[src/rtl/fem_pkg.sv]
package fem_pkg;
  localparam int ALM_NUM = 4;

  typedef struct packed {
    logic               sevHit;
    logic [ALM_NUM-1:0] almExit;
  } hitStb_t;
endpackage

[src/rtl/fem_detect.sv]
module fem_detect
  import fem_pkg::*;
#(
  parameter int WIN_LEN = 16,
  parameter int ERR_THR = 3,
  parameter int RUN_LEN = 4
) (
  input  logic               clk,
  input  logic               rstN,
  input  logic               modeE3,
  input  logic               fbitStb,
  input  logic               fbitErr,
  input  logic               fasStb,
  input  logic               fasBad,
  input  logic [ALM_NUM-1:0] alarmLvl,
  output hitStb_t            hits
);
  localparam int CNT_W = $clog2(WIN_LEN + 1);
  localparam int RUN_W = $clog2(RUN_LEN + 1);

  logic [WIN_LEN-1:0] hist, histNext;
  logic [CNT_W-1:0]   oldCnt, newCnt;
  logic [RUN_W-1:0]   runCnt;
  logic               modePrev, modeChg;
  logic [ALM_NUM-1:0] almPrev;
  logic               t3Hit, e3Hit;

  function automatic logic [CNT_W-1:0] popCnt(input logic [WIN_LEN-1:0] v);
    logic [CNT_W-1:0] acc;
    acc = '0;
    for (int i = 0; i < WIN_LEN; i++) acc = acc + CNT_W'(v[i]);
    return acc;
  endfunction

  assign histNext = {hist[WIN_LEN-2:0], fbitErr};
  assign oldCnt   = popCnt(hist);
  assign newCnt   = popCnt(histNext);
  assign modeChg  = modeE3 != modePrev;

  // Crossing, not level: fire only when the count moves up through the threshold.
  assign t3Hit = !modeChg && !modeE3 && fbitStb &&
                 (newCnt >= CNT_W'(ERR_THR)) && (oldCnt < CNT_W'(ERR_THR));
  assign e3Hit = !modeChg && modeE3 && fasStb && fasBad &&
                 (runCnt == RUN_W'(RUN_LEN - 1));

  assign hits.sevHit  = t3Hit | e3Hit;
  assign hits.almExit = almPrev & ~alarmLvl;

  always_ff @(posedge clk) begin
    if (!rstN) begin
      hist     <= '0;
      runCnt   <= '0;
      modePrev <= 1'b0;
      almPrev  <= '0;
    end else begin
      modePrev <= modeE3;
      almPrev  <= alarmLvl;
      if (modeChg) begin
        hist   <= '0;
        runCnt <= '0;
      end else begin
        if (!modeE3 && fbitStb) hist <= histNext;
        if (modeE3 && fasStb) begin
          if (!fasBad)                          runCnt <= '0;
          else if (runCnt != RUN_W'(RUN_LEN))   runCnt <= runCnt + 1'b1;
        end
      end
    end
  end
endmodule

[src/rtl/fem_evtreg.sv]
module fem_evtreg
  import fem_pkg::*;
#(
  parameter int EVT_W = ALM_NUM + 1
) (
  input  logic             clk,
  input  logic             rstN,
  input  hitStb_t          hits,
  input  logic             rdStb,
  output logic [EVT_W-1:0] evtReg
);
  logic [EVT_W-1:0] hitVec;
  assign hitVec = {hits.almExit, hits.sevHit};

  for (genvar b = 0; b < EVT_W; b++) begin : g_bit
    always_ff @(posedge clk) begin
      if (!rstN)          evtReg[b] <= 1'b0;
      else if (hitVec[b]) evtReg[b] <= 1'b1;   // event beats the read clear
      else if (rdStb)     evtReg[b] <= 1'b0;
    end
  end
endmodule

[src/rtl/frm_evt_mon.sv]
module frm_evt_mon
  import fem_pkg::*;
#(
  parameter int WIN_LEN = 16,
  parameter int ERR_THR = 3,
  parameter int RUN_LEN = 4
) (
  input  logic               clk,
  input  logic               rstN,
  input  logic               modeE3,
  input  logic               fbitStb,
  input  logic               fbitErr,
  input  logic               fasStb,
  input  logic               fasBad,
  input  logic [ALM_NUM-1:0] alarmLvl,
  input  logic               rdStb,
  output logic [ALM_NUM:0]   evtReg
);
  hitStb_t hitBus;

  fem_detect #(.WIN_LEN(WIN_LEN), .ERR_THR(ERR_THR), .RUN_LEN(RUN_LEN)) u_detect (
    .clk(clk), .rstN(rstN), .modeE3(modeE3),
    .fbitStb(fbitStb), .fbitErr(fbitErr),
    .fasStb(fasStb), .fasBad(fasBad),
    .alarmLvl(alarmLvl), .hits(hitBus)
  );

  fem_evtreg #(.EVT_W(ALM_NUM + 1)) u_evtreg (
    .clk(clk), .rstN(rstN), .hits(hitBus), .rdStb(rdStb), .evtReg(evtReg)
  );
endmodule

[config.mk]
export PLATFORM = sky130hd
export DESIGN_NAME = frm_evt_mon
export DESIGN_NICKNAME = d
export VERILOG_FILES = /design/src/rtl/fem_pkg.sv /design/src/rtl/fem_detect.sv /design/src/rtl/fem_evtreg.sv /design/src/rtl/frm_evt_mon.sv
export SDC_FILE = /design/constraint.sdc
export NUM_CORES = 1
export LEC_CHECK = 0
export BUFFER_PORTS_ARGS = -buffer_cell sky130_fd_sc_hd__clkbuf_2
export CAP_MARGIN = 10
export CELL_PAD_IN_SITES_DETAIL_PLACEMENT = 1
export CELL_PAD_IN_SITES_GLOBAL_PLACEMENT = 1
export CORE_MARGIN = 5
export CORE_UTILIZATION = 45
export DETAILED_ROUTE_END_ITERATION = 10
export HOLD_SLACK_MARGIN = 0.1
export PLACE_DENSITY_LB_ADDON = 0.1
export SLEW_MARGIN = 40
export SYNTH_ARGS = -nofsm -noshare
export SYNTH_HDL_FRONTEND = slang
export SYNTH_SLANG_ARGS = --single-unit
[constraint.sdc]
create_clock -name clk -period 5.6 [get_ports clk]
set_clock_uncertainty 0.1 [all_clocks]
set_input_delay 0.56 -clock clk [delete_from_list [all_inputs] [get_ports clk]]
set_output_delay 0.56 -clock clk [all_outputs]
set_load 0.005 [all_outputs]
==> impl_metrics.py <==
metrics = {
    "outcome": {
        "run_status": "finished, final reports clean",
    },
    "critical_path": {
        "r2r-end": "u_evtreg.evtReg[0]$_SDFFE_PN0P_",
        "cp.buffers_inverters": 2,
        "reg2reg_depth": 12,
        "path_class": "in -> reg",
        "crit_path_frequent_cell": "fa_1",
        "cp-start-kind": "input pin",
        "crit_path_end_kind": "register",
        "path_delay_family": "adder cells",
        "crit_required_ns": 5.67,
        "reg2reg_slack_ns": 1.14,
        "crit_slowest_cell": "fa_1",
        "crit_fanout": 2,
        "crit_chain": "clkbuf_2 > ha_1 > inv_1 > fa_1 > fa_1 > fa_1 > fa_1 > fa_1 > fa_1 > nor2_1 > nor3_1 > o211ai_1 > a32o_1",
        "crit_cells": 13,
        "r2r_start": "u_detect.hist[0]$_SDFFE_PP0P_",
        "crit_path_max_incr_delay_ns": 0.52,
        "crit_arrival_ns": 4.56,
    },
    "drt": {
        "wire_per_inst_microns": 14.0,
        "drt-total-wl_microns": 3800,
        "first_pass_iters": 4,
        "vias": 1349,
        "final_antenna_net_count": 0,
        "drc": 0,
        "viasPerCell": 4.98,
        "drt_iter0_markers": 45,
    },
    "timing": {
        "hold_viol": 0,
        "fin_crit_sh": 0.801,
        "fmax_mhz": 223,
        "max_slew_margin": 0.508,
        "finalCriticalPeriod_ns": 4.48,
        "final.setup.tns_ns": 0,
        "tightest_slew_ns": 0.738,
        "slew_violations": 0,
        "rsz0062_at_grt": "no",
        "finalSetupViolCount": 0,
    },
    "hold_path": {
        "min_path_type": "reg -> reg",
        "hold_depth": 2,
        "hold_path.startpoint": "u_detect.hist[15]$_SDFFE_PP0P_",
        "hold-path-endpoint": "u_detect.hist[15]$_SDFFE_PP0P_",
    },
    "logic_synthesis": {
        "synth_area_sq_um": 1840,
        "synth_top_area_share": 0.316,
        "synth_nets": 251,
        "synth.distinct_cells": 29,
        "synth_area_leaders": "dfxtp_1 (32%), fa_1 (22%), ha_1 (10%)",
        "ys_seq_area_frac": 0.316,
        "syn_inst": 204,
        "ys_warn_count": 0,
        "syn_avg_cell_area_sq_um": 9.02,
        "async_flop_share": 0,
        "synth-edff-count": 0,
        "yosys_most_used_dff": "dfxtp_1",
        "synth-seq-cells": 29,
        "yosys.area.top_type": "dfxtp_1",
    },
    "pwr": {
        "p_leak_nw": 0.799,
        "finalPower_mw": 0.415,
        "power_density_nw_per_um2": 204,
        "max-vdd-ir-drop_uv": 100,
    },
    "global_routing": {
        "grt.overflow.total": 0,
        "antenna_found_initial": 0,
        "first_global_vias": 1478,
        "grt_pass1_wl_microns": 6770,
        "grt_max_degree": 20,
        "grtUsageTotal": 0.163,
    },
    "die": {
        "ios": 17,
        "die-area_sq_um": 5470,
        "core_sq_um": 3970,
        "die_w_microns": 73.9,
        "die_h_microns": 73.9,
        "rows": 23,
        "initial_core_util": 0.463,
    },
    "cts": {
        "post_cts_resized": 0,
        "htree_levels": 2,
        "insertion_delay_ns": 0.28,
        "cts_inserted_buffers": 5,
        "clockBufferDepth": 2,
        "post_cts_buffers": 0,
        "cts_root_buf": "clkbuf_8",
        "hold_buffers": 0,
        "cts_tree": "yes",
        "clkTransAtPathRegs_ns": 0.06,
        "clock-sinks": 29,
    },
    "cells_and_area": {
        "syn_to_final_growth_pct": 10.5,
        "layout-drive-gt1-share": 0.118,
        "antennaDiodeCount": 0,
        "layout_common_cells": "inv_1 (44), nand2_1 (36), dfxtp_1 (29), fa_1 (20), a21oi_1 (18)",
        "fillCellCount": 483,
        "post_layout_nonfiller_instances": 271,
        "final_common_cell": "inv_1",
        "layout.nets": 268,
    },
    "place": {
        "placedCellCount": 264,
        "io_buffer_count": 16,
        "place_congestion": 0.776,
        "detailed_place_hpwl_microns": 3260,
    },
    "run": {
        "drv_cap": 0,
    },
}
where the power goes:
part | switching, mW | leakage, nW | internal (mW)
Sequential | 0.00163 | 0.235 | 0.210
Clock | 0.0755 | 0.0443 | 0.0972
Combinational | 0.0192 | 0.519 | 0.0116
synth_stat cells, drive strengths merged (2+ instances only):
master  count
nor2b       2
inv        44
nand2      37
fa         20
buf         5
o21ai       2
and2        9
a21oi      18
dfxtp      29
nor2        3
nand3       2
o211ai      3
ha         15
nand2b      2
o22ai       4
worst max-delay path by stage:
stage                 start                               to  slack (ns)
floorplan           fbitErr  u_evtreg.evtReg[0]$_SDFFE_PN0P_        1.11
global placement    fbitErr  u_evtreg.evtReg[0]$_SDFFE_PN0P_        0.95
detailed placement  fbitErr  u_evtreg.evtReg[0]$_SDFFE_PN0P_        0.78
CTS                 fbitErr  u_evtreg.evtReg[0]$_SDFFE_PN0P_        1.08
global route        fbitErr  u_evtreg.evtReg[0]$_SDFFE_PN0P_        0.96
finish              fbitErr  u_evtreg.evtReg[0]$_SDFFE_PN0P_        1.12
state kept, by name, summed over array words and instances (netlist names):
| name | cells |
|---|---|
| u_detect.almPrev | 4 |
| u_detect.hist | 16 |
| u_detect.modePrev | 1 |
| u_detect.runCnt | 3 |
| u_evtreg.evtReg | 5 |
logic make-up (layout without fill, tap and decap cells):
family          after synthesis  count (layout)  synth area share
fa+ha+maj                    35              35             0.320
buf+inv                      50              67             0.111
mux                           1               1           0.00612
compound gates               29              29            0.0925
flops                        29              29             0.316
simple gates                 60              60             0.155
worst register-to-register path: stages (launching register included):
cell and delay [ns]:
dfxtp_1 0.39, ha_1 0.26, inv_1 0.07, fa_1 0.43, fa_1 0.51, fa_1 0.52, fa_1 0.52, fa_1 0.46
fa_1 0.49, nor2_1 0.05, nor3_1 0.17, o211ai_1 0.12, a32o_1 0.27
stage by stage:
stage                     setup WS (ns)  utilization  cell area [sq um]  hold WS [ns]
after floorplan                    1.11            -               1840         0.336
after global placement            0.951        0.489               1940         0.342
after detailed placement          0.782        0.490               1950         0.351
after CTS                          1.08        0.512               2030         0.359
after global routing              0.963        0.512               2030         0.391
final                              1.12        0.512               2030         0.356
cell type report:
class,count,area [sq um],area share
multi-input cells,125,1060,0.520
flip-flops and latches,29,581,0.286
inverters,44,165,0.0813
clock buffers,7,86.3,0.0425
repair buffers,16,80.1,0.0394
well taps,50,62.6,0.0308
routing by layer:
metal	vias to the layer above	part of all wire	global-route usage	routed length (microns)
met3	6	0.034	0.0378	129
li1	659	-	-	-
met4	0	0.014	0.0483	55
met2	16	0.55	0.296	2100
met1	668	0.40	0.190	1520
met5	-	0	0	0
(Power assumes the default switching activity.)
